File: config.mk
export PLATFORM = sky130hd
export DESIGN_NAME = msi_remap
export DESIGN_NICKNAME = d
export VERILOG_FILES = /design/src/rtl/msi_remap_pkg.sv /design/src/rtl/msi_remap_ctrl.sv /design/src/rtl/msi_remap_dp.sv /design/src/rtl/msi_remap.sv
export SDC_FILE = /design/constraint.sdc
export NUM_CORES = 1
export LEC_CHECK = 0
export ABC_AREA = 1
export BUFFER_PORTS_ARGS = -buffer_cell sky130_fd_sc_hd__buf_4
export CORE_AREA = 8 8 220 222
export CTS_CLUSTER_DIAMETER = 30
export CTS_CLUSTER_SIZE = 12
export DETAILED_ROUTE_END_ITERATION = 10
export DIE_AREA = 0 0 228 230
export RECOVER_POWER = 100
export SYNTH_ARGS = -nofsm -noshare
export SYNTH_HDL_FRONTEND = slang
export SYNTH_SLANG_ARGS = --single-unit
File: constraint.sdc
create_clock -name clk -period 2.4 [get_ports clk]
set_clock_uncertainty 0.2 [all_clocks]
set_input_delay 0 -clock clk [delete_from_list [all_inputs] [get_ports clk]]
set_output_delay 0 -clock clk [all_outputs]
set_load 0.05 [all_outputs]
File: src/rtl/msi_remap_pkg.sv
package msi_remap_pkg;
  typedef enum logic [1:0] {
    ST_OK    = 2'd0,
    ST_ERR   = 2'd1,
    ST_FETCH = 2'd2,
    ST_ABORT = 2'd3
  } stat_e;

  typedef enum logic [2:0] {
    ACT_PASS, ACT_REMAP, ACT_FETCH, ACT_ERR, ACT_ABORT
  } act_e;

  typedef struct packed {
    logic  capReq;
    logic  capDte;
    logic  capEnt;
    logic  outPass;
    logic  outRemap;
    logic  setStat;
    stat_e stat;
  } strobe_t;

  localparam int REMAP_EN_BIT = 0;
  localparam int CTL_LO       = 60;
  localparam int PB_INIT      = 56;
  localparam int PB_EXT       = 57;
  localparam int PB_NMI       = 58;
  localparam logic [2:0] DM_FIXED = 3'd0;
  localparam logic [2:0] DM_ARB   = 3'd1;
  localparam logic [2:0] DM_NMI   = 3'd4;
  localparam logic [2:0] DM_INIT  = 3'd5;
  localparam logic [2:0] DM_EXT   = 3'd7;
endpackage

File: src/rtl/msi_remap_ctrl.sv
module msi_remap_ctrl
  import msi_remap_pkg::*;
(
  input  logic    clk,
  input  logic    rstN,
  input  logic    reqValid,
  input  logic    devTabEmpty,
  input  logic    dteAck,
  input  logic    memAck,
  input  logic    memErr,
  input  act_e    checkAct,
  input  act_e    decodeAct,
  output logic    reqReady,
  output logic    dteReq,
  output logic    memReq,
  output logic    respDone,
  output strobe_t strb
);
  typedef enum logic [2:0] {S_IDLE, S_DTE, S_CHECK, S_FETCH, S_DECODE, S_RESP} state_e;
  state_e state, nextState;

  always_ff @(posedge clk) begin
    if (!rstN) state <= S_IDLE;
    else       state <= nextState;
  end

  always_comb begin
    nextState = state;
    strb      = '0;
    reqReady  = (state == S_IDLE);
    dteReq    = (state == S_DTE);
    memReq    = (state == S_FETCH);
    respDone  = (state == S_RESP);
    case (state)
      S_IDLE: if (reqValid) begin
        strb.capReq = 1'b1;
        nextState   = devTabEmpty ? S_CHECK : S_DTE;
      end
      S_DTE: if (dteAck) begin
        strb.capDte = 1'b1;
        nextState   = S_CHECK;
      end
      S_CHECK: begin
        nextState    = S_RESP;
        strb.setStat = 1'b1;
        case (checkAct)
          ACT_PASS:  begin strb.outPass = 1'b1; strb.stat = ST_OK; end
          ACT_FETCH: begin strb.setStat = 1'b0; nextState = S_FETCH; end
          ACT_ABORT: strb.stat = ST_ABORT;
          default:   strb.stat = ST_ERR;
        endcase
      end
      S_FETCH: if (memAck) begin
        if (memErr) begin
          strb.setStat = 1'b1;
          strb.stat    = ST_FETCH;
          nextState    = S_RESP;
        end else begin
          strb.capEnt = 1'b1;
          nextState   = S_DECODE;
        end
      end
      S_DECODE: begin
        nextState    = S_RESP;
        strb.setStat = 1'b1;
        case (decodeAct)
          ACT_REMAP: begin strb.outRemap = 1'b1; strb.stat = ST_OK; end
          ACT_ABORT: strb.stat = ST_ABORT;
          default:   strb.stat = ST_ERR;
        endcase
      end
      default: nextState = S_IDLE;
    endcase
  end

  assert_done_pulse_R13: assert property (@(posedge clk) disable iff (!rstN)
    respDone |=> !respDone);
  assert_ready_done_excl_R13: assert property (@(posedge clk) disable iff (!rstN)
    !(reqReady && respDone));
  assert_dte_hold_R3: assert property (@(posedge clk) disable iff (!rstN)
    (dteReq && !dteAck) |=> dteReq);
endmodule

File: src/rtl/msi_remap_dp.sv
module msi_remap_dp
  import msi_remap_pkg::*;
#(
  parameter logic [15:0] SUBST_ID   = 16'h00A0,
  parameter logic [15:0] INVALID_ID = 16'hFFFF
) (
  input  logic          clk,
  input  logic          rstN,
  input  strobe_t       strb,
  input  logic [63:0]   reqAddr,
  input  logic [31:0]   reqData,
  input  logic [15:0]   reqSrcId,
  input  logic          devTabEmpty,
  input  logic [255:0]  dteEntry,
  input  logic [31:0]   memRdata,
  output act_e          checkAct,
  output act_e          decodeAct,
  output logic [15:0]   dteId,
  output logic [63:0]   memAddr,
  output logic [63:0]   respAddr,
  output logic [31:0]   respData,
  output logic [1:0]    respStatus
);
  logic [63:0] addrQ, dte2Q, dte3Q, outAddr;
  logic [31:0] dataQ, entQ, outData;
  logic [15:0] idQ;
  logic        emptyQ;
  stat_e       statQ;

  always_ff @(posedge clk) begin
    if (!rstN) begin
      addrQ <= '0; dataQ <= '0; idQ <= '0; emptyQ <= 1'b0;
      dte2Q <= '0; dte3Q <= '0; entQ <= '0;
      outAddr <= '0; outData <= '0; statQ <= ST_OK;
    end else begin
      if (strb.capReq) begin
        addrQ   <= reqAddr;
        dataQ   <= reqData;
        idQ     <= (reqSrcId == INVALID_ID) ? SUBST_ID : reqSrcId;
        emptyQ  <= devTabEmpty;
        outAddr <= '0;
        outData <= '0;
        statQ   <= ST_OK;
      end
      if (strb.capDte) begin
        dte2Q <= dteEntry[191:128];
        dte3Q <= dteEntry[255:192];
      end
      if (strb.capEnt) entQ <= memRdata;
      if (strb.outPass) begin
        outAddr <= addrQ;
        outData <= dataQ;
      end
      if (strb.outRemap) begin
        outAddr <= {32'h0, 12'hFEE, entQ[15:8], 8'h00, entQ[5], entQ[6], 2'b00};
        outData <= {21'h0, entQ[4:2], entQ[23:16]};
      end
      if (strb.setStat) statQ <= strb.stat;
    end
  end

  logic [2:0] dMode;
  logic [1:0] ctlField;
  logic       passBit;
  assign dMode    = dataQ[10:8];
  assign ctlField = dte2Q[CTL_LO +: 2];

  always_comb begin
    passBit = 1'b0;
    case (dMode)
      DM_NMI:  passBit = dte3Q[PB_NMI];
      DM_INIT: passBit = dte3Q[PB_INIT];
      DM_EXT:  passBit = dte3Q[PB_EXT];
      default: passBit = 1'b0;
    endcase
  end

  always_comb begin
    if (emptyQ || !dte2Q[REMAP_EN_BIT])      checkAct = ACT_PASS;
    else if (addrQ[63:32] != 32'h0)          checkAct = ACT_ERR;
    else if (dMode == DM_FIXED || dMode == DM_ARB) begin
      case (ctlField)
        2'd0:    checkAct = ACT_ABORT;
        2'd1:    checkAct = ACT_PASS;
        2'd2:    checkAct = ACT_FETCH;
        default: checkAct = ACT_ERR;
      endcase
    end else if (dMode == DM_NMI || dMode == DM_INIT || dMode == DM_EXT)
      checkAct = (addrQ[2] || !passBit) ? ACT_ERR : ACT_PASS;
    else                                     checkAct = ACT_ERR;
  end

  always_comb begin
    if (!entQ[0])             decodeAct = ACT_ABORT;
    else if (entQ[7])         decodeAct = ACT_ERR;
    else if (entQ[4:2] > 3'd1) decodeAct = ACT_ERR;
    else                      decodeAct = ACT_REMAP;
  end

  assign dteId      = idQ;
  assign memAddr    = {13'h0, dte2Q[50:6], 6'h0} + {51'h0, dataQ[10:0], 2'b00};
  assign respAddr   = outAddr;
  assign respData   = outData;
  assign respStatus = statQ;
endmodule

File: src/rtl/msi_remap.sv
module msi_remap
  import msi_remap_pkg::*;
#(
  parameter logic [15:0] SUBST_ID   = 16'h00A0,
  parameter logic [15:0] INVALID_ID = 16'hFFFF
) (
  input  logic         clk,
  input  logic         rstN,
  input  logic         reqValid,
  output logic         reqReady,
  input  logic [63:0]  reqAddr,
  input  logic [31:0]  reqData,
  input  logic [15:0]  reqSrcId,
  input  logic         devTabEmpty,
  output logic         dteReq,
  output logic [15:0]  dteId,
  input  logic         dteAck,
  input  logic [255:0] dteEntry,
  output logic         memReq,
  output logic [63:0]  memAddr,
  input  logic         memAck,
  input  logic         memErr,
  input  logic [31:0]  memRdata,
  output logic         respDone,
  output logic [1:0]   respStatus,
  output logic [63:0]  respAddr,
  output logic [31:0]  respData
);
  strobe_t strb;
  act_e    checkAct, decodeAct;

  msi_remap_ctrl u_ctrl (
    .clk(clk), .rstN(rstN), .reqValid(reqValid), .devTabEmpty(devTabEmpty),
    .dteAck(dteAck), .memAck(memAck), .memErr(memErr),
    .checkAct(checkAct), .decodeAct(decodeAct),
    .reqReady(reqReady), .dteReq(dteReq), .memReq(memReq),
    .respDone(respDone), .strb(strb)
  );

  msi_remap_dp #(.SUBST_ID(SUBST_ID), .INVALID_ID(INVALID_ID)) u_dp (
    .clk(clk), .rstN(rstN), .strb(strb), .reqAddr(reqAddr), .reqData(reqData),
    .reqSrcId(reqSrcId), .devTabEmpty(devTabEmpty), .dteEntry(dteEntry),
    .memRdata(memRdata), .checkAct(checkAct), .decodeAct(decodeAct),
    .dteId(dteId), .memAddr(memAddr), .respAddr(respAddr),
    .respData(respData), .respStatus(respStatus)
  );

  assert_mem_hold_R8: assert property (@(posedge clk) disable iff (!rstN)
    (memReq && !memAck) |=> (memReq && $stable(memAddr)));
  assert_err_zero_R13: assert property (@(posedge clk) disable iff (!rstN)
    (respDone && respStatus != 2'd0) |-> (respAddr == 64'h0 && respData == 32'h0));
endmodule

==> results of run 1 <==
[metrics by stage]
step	instance area (um2)	worst slack, ps	setup TNS [ps]	utilization (%)	hold WS [ps]
after floorplan	12600	-231	-791	-	-65.1
after global placement	16100	-69.8	-231	35.8	24.0
after detailed placement	16100	-89.7	-421	35.8	29.9
after CTS	22900	-588	-12970	50.9	0.666
after global routing	22800	-753	-55750	50.9	14.2
final	22800	-659	-27860	50.9	24.0
[layout by cell type (no fill, tap or decap), types with 64 or more instances in the layout]
cell,netlist,layout
a21oi_1,247,245
buf_6,6,64
dlygate4sd3_1,0,315
nand4_1,69,69
buf_4,21,248
dfxtp_1,288,265
nor2_1,157,141
o21ai_0,99,91
inv_1,99,95
clkbuf_1,55,137
clkbuf_16,0,83
nand2_1,472,451
[cell usage after synthesis (20+ instances only)]
cell      instances  share of area, %
nand2_1         472                14
dfxtp_1         288                47
a21oi_1         247                10
nor2_1          157               4.8
inv_1            99               3.0
o21ai_0          99               4.0
nand4_1          69               3.5
clkbuf_1         55               1.7
xor2_1           33               2.4
buf_2            29               1.2
nand3_1          23              0.94
buf_4            21               1.3
nor3_1           20              0.82
[what timing repair did]
action / CTS / global route
resized for setup: 158 / 88
setup buffers: 20 / 15
pin swaps: 43 / 39
gates cloned: 0 / 3
hold endpoints to repair: 278 / 0
setup endpoints to repair: 43 / 176
hold buffers: 315 / 0
[layer usage]
metal / part of all wire, % / GRT usage [%]
met1: 42 / 24.7
met2: 45 / 31.4
met3: 9.5 / 7.35
met4: 3.9 / 9.75
met5: 0.038 / 0
[worst max-delay path by stage]
stage / startpoint / end / slack, ps
2_1_floorplan: u_dp.dataQ[4] / memAddr[24] / -230
3_3_place_gp: u_dp.dataQ[4] / memAddr[48] / -70
6_report: u_dp.dte2Q[6] / memAddr[42] / -660
3_5_place_dp: u_dp.dataQ[4] / memAddr[48] / -90
4_1_cts: u_dp.dte2Q[6] / memAddr[44] / -590
5_1_grt: u_dp.dte2Q[6] / memAddr[44] / -750
[cells by family after synthesis]
family / Yosys count
flops: 288
other cells: 1
simple gates: 764
xor+xnor: 43
fa+ha+maj: 8
compound gates: 358
buf+inv: 229
[power by group through the flow]
| stage | clock network (mW) | registers [mW] | logic, mW |
|---|---|---|---|
| 5_1_grt | 11.7 | 6.29 | 8.26 |
| 4_1_cts | 11.4 | 6.16 | 7.42 |
| 3_3_place_gp | 0 | 6.15 | 6.42 |
| 3_5_place_dp | 0 | 6.17 | 6.49 |
| 2_1_floorplan | 0 | 6.66 | 3.74 |
| 6_report | 11.3 | 6.22 | 7.71 |
[critical path, cell delays in order (launching register included)]
cell and delay, ps:
dfxtp_4 370, ha_4 140, inv_2 40, fa_2 340
nand3b_1 210, nand2_2 130, a21oi_4 90, buf_4 150
buf_6 130, nor2_4 120, nand4_1 150, xnor2_2 210
buf_6 180
[area by class of cell]
class                           instances  area share (%)
Tap cell                              600            3.29
Clock inverter                         29            2.43
Clock buffer                          112            10.0
Antenna cell                            5          0.0548
Sequential cell                       288            25.4
Multi-Input combinational cell       1187            28.4
Inverter                              107            1.82
Timing Repair Buffer                  773            28.6
[sequential cells by signal, indices dropped and copies added, names as in the netlist, 16 cells and up]
name           flops
u_dp.dteId        16
u_dp.dataQ        32
u_dp.respData     32
u_dp.entQ         23
u_dp.respAddr     64
u_dp.addrQ        64
u_dp.dte2Q        48
==> flow_summary.ini, run 1 <==
[worst_setup_path]
arrival_ps = 2860
cp-end-kind = primary output
rr_startpoint = u_ctrl.state[0]
r2r-end = u_dp.addrQ[49]
cp.required_ps = 2200
reg2regPathDepth = 9
cp-start-kind = register
crit_fanout = 4
worst-setup-path-type = reg -> out
rrSetupSlack_ps = -430

[logic_synthesis]
synth_adder_area_share_pct = 0.877
ys_seq_area_share_pct = 47.0
synth.distinct_cells = 42
synth_seq_cells = 288
synth_compound_area_share_pct = 14.8
syn_inst = 1691
muxShareOfSynthArea_pct = 0
synth-async-reset-ratio_pct = 0
synth_top_family_by_area = simple AND/OR/NAND/NOR gates
synth-simple-area-share_pct = 25.9
synth_edf_count = 0
syn_area_um2 = 12300
synth_xor_xnor_area_share_pct = 3.07
ys.flop_type = dfxtp_1
ys_warn_count = 0
avgSynthCellArea_um2 = 7.25

[detailed_routing]
drtIter0Drc = 1174
drc = 0
ant_nets = 0
drt-pass1-iter-count = 5
routed_wl_mm = 57.9
dr_total_vias = 15000
viasPerCell = 4.85
wl_per_cell_um = 18.7

[timing]
finalHoldViolations = 0
rsz0062_at_grt = yes
timing.fmax_ghz = 0.327
maxSlewViolCount = 0
worst_pin_slew_ps = 930
finalWorstSetupSlack_ps = -659
finalCriticalPeriod_ps = 3060
post-route-period-util_pct = 127
setup_viol = 111
slew_headroom_pct = 38.3

[die]
io_pins = 589
die_h_um = 230
design.die.area_um2 = 52400
fp.dieW_um = 228
initial_core_util_pct = 27.3
fp-row-count = 78
fp.coreArea_um2 = 44900

[grt]
grt_pass1_vias = 15500
grt_max_degree = 84
grt_pass1_wl_mm = 86.1
grt-ovfl-total = 0
grtUsageTotal_pct = 20.2
antenna_found_initial = 6

[power]
p_clk_share_pct = 44.7
irDropWorstVdd_mv = 0.688
swShare_pct = 34.8
p_sw_mw = 8.76
comb_power_share_pct = 30.6
seq_power_share_pct = 24.7
power.total_mw = 25.2
power.internal_mw = 16.4
power_density_nw_per_um2 = 1100
power_leakage_nw = 9.32

[final_layout]
regArea_um2 = 5810
area_growth_pct = 86.3
multiInputGateArea_um2 = 6480
n_fill_cell = 4037
drive_above_1_share_pct = 24.7
instances_no_fill = 3101
final_nets = 2849

[clocking]
cts-htree-levels = 3
clock_latency_ps = 590
cts_buffers = 77
cts_root_buf = clkbuf_16
cts.clk_slew.worst_paths_ps = 50
cts_tree = built
cts_sinks = 288
max-clock-path-buffers = 3

[run_status]
status = finished, violations left
violations = negative setup slack

[placed_design]
place.detailed.hpwl_mm = 33.8
place_congestion = 0.865
dp.cells = 2612
port_buffers = 360

[hold_path]
min_path_type = in -> reg
hold_end = u_dp.addrQ[33]
min_from = reqAddr[33]
holdPathStages = 4

[flow_run]
maxCapViolations = 0
(Power assumes the default switching activity.)
==> run 2: changes to the inputs <==
ABC_AREA = default   (was 1)
CORE_AREA = 8 8 221 223   (was 8 8 220 222)
DIE_AREA = 0 0 229 231   (was 0 0 228 230)
GPL_TIMING_DRIVEN = 1   (was default)
HOLD_SLACK_MARGIN = 0.12   (was default)
==> run 2 against run 1 <==
The flow still finishes with violations (negative setup slack). Count of clock-buffer cells in the layout decreased by 17. Register-to-register slack improved by 300 ps. Utilization about the same. Clock power hardly changed. Via count is 7.3% lower. Hold slack better by 170 ps. Die area is 0.88% higher. Cell area increased by 0.45%. Routed wire length up 0.25%. Critical path type unchanged. Largest power group unchanged.
==> flow_summary.ini, run 2 <==
[run_status]
status = finished, violations left
violations = negative setup slack

[clocking]
clock_latency_ps = 590
cts_sinks = 288
cts.clk_slew.worst_paths_ps = 40
max-clock-path-buffers = 3
cts_tree = built
cts-htree-levels = 3
cts_buffers = 76
cts_root_buf = clkbuf_16

[worst_setup_path]
cp-start-kind = register
path_buf_inv = 4
cp.required_ps = 2200
crit_fanout = 14
worst-setup-path-type = reg -> out
crit_family = buffers and inverters
arrival_ps = 2790
crit_chain = ha_4 -> inv_2 -> fa_2 -> nor2b_2 -> o31a_1 -> o211ai_1 -> buf_12 -> nor4_2 -> buf_4 -> xnor2_2 -> buf_6
cpMaxStageDelayCell = dfxtp_2
slowest_delay_ps = 340
cp-end-kind = primary output

[timing]
maxSlewViolCount = 0
finalWorstSetupSlack_ps = -589
rsz0062_at_grt = yes
setup_viol = 106
finalHoldViolations = 0
slew_headroom_pct = 39.5
finalCriticalPeriod_ps = 2990
worst_pin_slew_ps = 912
post-route-period-util_pct = 125
timing.fmax_ghz = 0.335

[final_layout]
area_growth_pct = 102
final_common_cell = dlygate4sd3_1
n_fill_cell = 3835
drive_above_1_share_pct = 27.3
layout_common_cells = 393 x dlygate4sd3_1, 365 x nand2_1, 283 x buf_4
final_nets = 2602

[detailed_routing]
routed_wl_mm = 58.1
drc = 0
dr_total_vias = 13900
wl_per_cell_um = 20.4
viasPerCell = 4.88
ant_nets = 0
drt-pass1-iter-count = 6
drtIter0Drc = 1128

[logic_synthesis]
synth_most_common_cell = nand2_1
syn_inst = 1338
ys.flop_type = dfxtp_1
ys_warn_count = 0
synth.area.top_cells = dfxtp_1 51%, nand2_1 12%, a21oi_1 8.3%
synth_edf_count = 0
yosysTopAreaCellShare_pct = 50.6
syn_area_um2 = 11400
yosys.area.top_type = dfxtp_1
avgSynthCellArea_um2 = 8.51
synth-async-reset-ratio_pct = 0
synth.distinct_cells = 56
ys_seq_area_share_pct = 50.6
synth_top_cells_by_count = 368 x nand2_1, 288 x dfxtp_1, 190 x a21oi_1, 67 x a22o_1, 64 x clkbuf_1
synth_seq_cells = 288

[flow_run]
maxCapViolations = 0

[die]
fp.coreArea_um2 = 45100
fp.dieW_um = 229
io_pins = 589
initial_core_util_pct = 25.3
design.die.area_um2 = 52900
fp-row-count = 78
die_h_um = 231

[grt]
grt_pass1_wl_mm = 85.4
grtUsageTotal_pct = 20.2
antenna_found_initial = 7
grt-ovfl-total = 0
grt_pass1_vias = 14700
grt_max_degree = 82

[hold_path]
min_path_type = in -> reg

[power]
power_density_nw_per_um2 = 900
irDropWorstVdd_mv = 0.585
power.total_mw = 20.7
power_leakage_nw = 9.62

[placed_design]
place.detailed.hpwl_mm = 33.0
port_buffers = 360
place_congestion = 0.882
pre_cts_slack_ps = -129
-- run 2: changes by cell type in the layout (fill, tap and decap cells not counted), sizes merged, moves of 55 or more --
cell,delta
a21oi,-56
a22o,+67
dlygate4sd3,+78
inv,-83
nand2,-106
nand4,-55
nor2,-124
o21ai,-95
-- run 2: worst paths after layout --
path | slack, ps | cells past startpoint | start | endpoint
worst max-delay path | -590 | 11 | u_dp.dte2Q[6] | memAddr[50]
worst min-delay path | 200 | 3 | rstN | u_dp.respStatus[1]
worst max register to register | -130 | 6 | u_ctrl.state[0] | u_dp.addrQ[51]
worst min register to register | 250 | 2 | u_dp.entQ[9] | u_dp.entQ[9]
-- run 2: kinds of logic after synthesis --
kind of cell | Yosys count | synth area share (%)
AOI/OAI and AO/OA | 333 | 19.1
buffers and inverters | 135 | 5.76
DFF | 288 | 50.6
adders and majority gates | 8 | 0.945
xor gates and xnor gates | 42 | 3.23
muxes | 3 | 0.275
other | 1 | 0.0329
and+or+nand+nor | 528 | 20.0
-- run 2: worst min-delay path, delay by kind of cell --
kind	cells	cell delay (ps)
compound gates	1	130
buf+inv	2	790
-- run 2: what timing repair did --
item | in CTS | in global routing
hold buffers | 393 | 0
pin swaps | 16 | 15
setup endpoints to repair | 138 | 100
gates resized for setup | 93 | 52
cloned | 1 | 4
setup buffers | 13 | 18
endpoints found under the hold margin | 221 | 0
-- run 2: power breakdown --
| part | switching [mW] | internal, mW | total, mW | leakage (nW) |
|---|---|---|---|---|
| Sequential | 0.289 | 5.15 | 5.44 | 2.35 |
| Clock | 3.27 | 8.22 | 11.5 | 1.40 |
| Combinational | 2.20 | 1.53 | 3.72 | 5.87 |
-- run 2: area by class of cell --
class                      instances  area (um2)  area share (%)
antenna                            4        10.0          0.0436
clock buffer                      95        2130            9.26
clock inverter                    44         762            3.32
inverter                          20        80.1           0.349
multi-input combinational        928        5940            25.9
sequential                       288        5780            25.2
tap                              600         751            3.27
timing repair buffer             873        7500            32.7
-- run 2: routing by layer --
layer  track usage (%)  part of all wire, %  vias up
met3              7.38                  9.7      172
met5                 0                0.093        -
met1              23.8                   40     6632
li1                  -                    -     6323
met2              33.1                   46      789
met4              8.31                  3.6        8
-- run 2: stage by stage --
| step | area, um2 | std cells | hold slack (ps) | TNS (ps) | utilization (%) |
|---|---|---|---|---|---|
| CTS | 23100 | 2828 | 165 | -17010 | 51.1 |
| global route | 23000 | 2851 | 182 | -54180 | 50.9 |
| floorplan | 12000 | 1351 | -81.7 | -1700 | - |
| detailed placement | 15700 | 2282 | 51.6 | -8630 | 34.8 |
| global placement | 15700 | 2282 | 44.8 | -6940 | 34.8 |
| finish | 23000 | 2852 | 197 | -22860 | 50.9 |
==> run 3: changes to the inputs <==
CAP_MARGIN = 10   (was default)
TNS_END_PERCENT = 10   (was default)
==> run 3 against run 2 <==
The run still ends with negative setup slack left. Hold slack lost 28 ps. Sequential share of layout area rose by 0.17 points. Via count fell by 0.32%. Sequential power is essentially flat. Count of clock-buffer cells in the layout increased by 8. Utilization shrank 0.30 points. Total power fell by 4.0%. Global-route usage is 0.19 points lower.
==> flow_summary.ini, run 3 (same netlist as run 2, synthesis figures left out) <==
[worst_setup_path]
path_buf_inv = 5
reg2regPathDepth = 7
cpMaxStageDelayCell = fa_2
crit_fanout = 5
cp-endpoint = memAddr[26]
rrSetupSlack_ps = -140
cp-startpoint = u_dp.dataQ[4]
cp-start-kind = register
slowest_delay_ps = 360
cp-end-kind = primary output
cp.depth = 12
arrival_ps = 2950
rr_startpoint = u_ctrl.state[0]
worst-setup-path-type = reg -> out
r2r-end = u_dp.dataQ[30]
cp.required_ps = 2200
crit_chain = ha_4 -> inv_2 -> fa_2 -> nor2b_4 -> o31a_1 -> o211ai_1 -> clkbuf_16 -> buf_12 -> buf_12 -> nor3_4 -> xor2_4 -> buf_6
crit_family = buffers and inverters
cpMostUsedCell = buf_12

[detailed_routing]
wl_per_cell_um = 20.1
drc = 0
dr_total_vias = 13900
drtIter0Drc = 1161
routed_wl_mm = 57.2
drt-pass1-iter-count = 5
wl_met3_mm = 5.26
top_layer_used = met5
viasPerCell = 4.86
ant_nets = 0
met1Wirelength_mm = 22.9
wl_met2_mm = 26.7

[flow_run]
maxCapViolations = 0

[run_status]
status = finished, violations left
violations = negative setup slack

[timing]
maxSlewViolCount = 0
timing.fmax_ghz = 0.317
finalCriticalPeriod_ps = 3150
fin_hold_ws_ps = 169
rsz0062_at_grt = yes
finalWorstSetupSlack_ps = -750
slew_headroom_pct = 38.7
setup_viol = 66
finalHoldViolations = 0
worst_pin_slew_ps = 924
post-route-period-util_pct = 131

[power]
power.total_mw = 19.8
power_density_nw_per_um2 = 869
irDropWorstVdd_mv = 0.690
power_leakage_nw = 9.57

[die]
fp.dieW_um = 229
fp-row-count = 78
io_pins = 589
fp.coreArea_um2 = 45100
initial_core_util_pct = 25.3
design.die.area_um2 = 52900
die_h_um = 231

[final_layout]
n_fill_cell = 3883
final_nets = 2600
instances_no_fill = 2854
layout_common_cells = 396 x dlygate4sd3_1, 366 x nand2_1, 275 x buf_4
final_common_cell = dlygate4sd3_1
area_growth_pct = 100
design_area_um2 = 22800
drive_above_1_share_pct = 26.8

[grt]
grt_max_degree = 114
grt_pass1_wl_mm = 84.7
grt_pass1_vias = 14800
grt-ovfl-total = 0
grtUsageTotal_pct = 20.0
antenna_found_initial = 9

[hold_path]
min_path_type = in -> reg

[clocking]
cts_tree = built
cts_root_buf = clkbuf_16
max-clock-path-buffers = 3
cts.clk_slew.worst_paths_ps = 40
cts_sinks = 288
cts-htree-levels = 3
cts_buffers = 77
clock_latency_ps = 600

[placed_design]
dpl_cell_area_um2 = 15600
place_congestion = 0.837
place.detailed.hpwl_mm = 33.2
dp.cells = 2288
port_buffers = 360
## run 3: area by class of cell
cell class                      instances  area (um2)  share of cell area, %
Inverter                               20        80.1                  0.351
Timing Repair Buffer                  870        7490                   32.8
Clock inverter                         39         562                   2.46
Tap cell                              600         751                   3.29
Clock buffer                          103        2220                   9.71
Sequential cell                       288        5790                   25.4
Multi-Input combinational cell        928        5910                   25.9
Antenna cell                            6        15.0                 0.0658
## run 3: worst min path at each step
stage,from,cells after the start,to,slack [ps]
after floorplan,memAck,1,u_ctrl.state[1],-80
after global placement,reqAddr[7],3,u_dp.addrQ[7],50
after detailed placement,reqAddr[17],3,u_dp.addrQ[17],50
after CTS,rstN,3,u_dp.respStatus[1],140
after global routing,rstN,3,u_dp.respStatus[1],170
final,rstN,3,u_dp.respStatus[1],170
## run 3: power by group
part | switching, mW | leakage [nW] | total, mW | internal (mW)
Combinational | 2.17 | 5.86 | 3.64 | 1.47
Sequential | 0.276 | 2.35 | 5.43 | 5.16
Clock | 3.20 | 1.36 | 10.7 | 7.55
Total | 5.64 | 9.57 | 19.8 | 14.2
## run 3: worst reg2reg max path, delay by kind of cell, from the launching register on
family / cells / cell delay, ps
and+or+nand+nor: 3 / 820
buffers and inverters: 3 / 1000
DFF: 1 / 300
AOI/OAI and AO/OA: 1 / 140
## run 3: layer usage
layer | GRT usage (%) | vias up
li1 | - | 6318
met4 | 9.34 | 10
met5 | 0 | -
met3 | 7.25 | 163
met2 | 33.0 | 738
met1 | 23.0 | 6650
## run 3: what timing repair did
item,4_1_cts,5_1_grt
resized for setup,114,57
pin swaps,40,31
cloned,1,0
hold buffers,397,0
endpoints found under the hold margin,288,0
setup endpoints to repair,90,142
buffers inserted,13,10
## run 3: metrics by stage
step	utilization, %	setup WS (ps)	TNS (ps)
global placement	34.7	-137	-788
floorplan	-	-149	-10140
global route	50.6	-894	-51870
detailed placement	34.7	-111	-756
finish	50.6	-750	-20330
CTS	51.1	-721	-18270
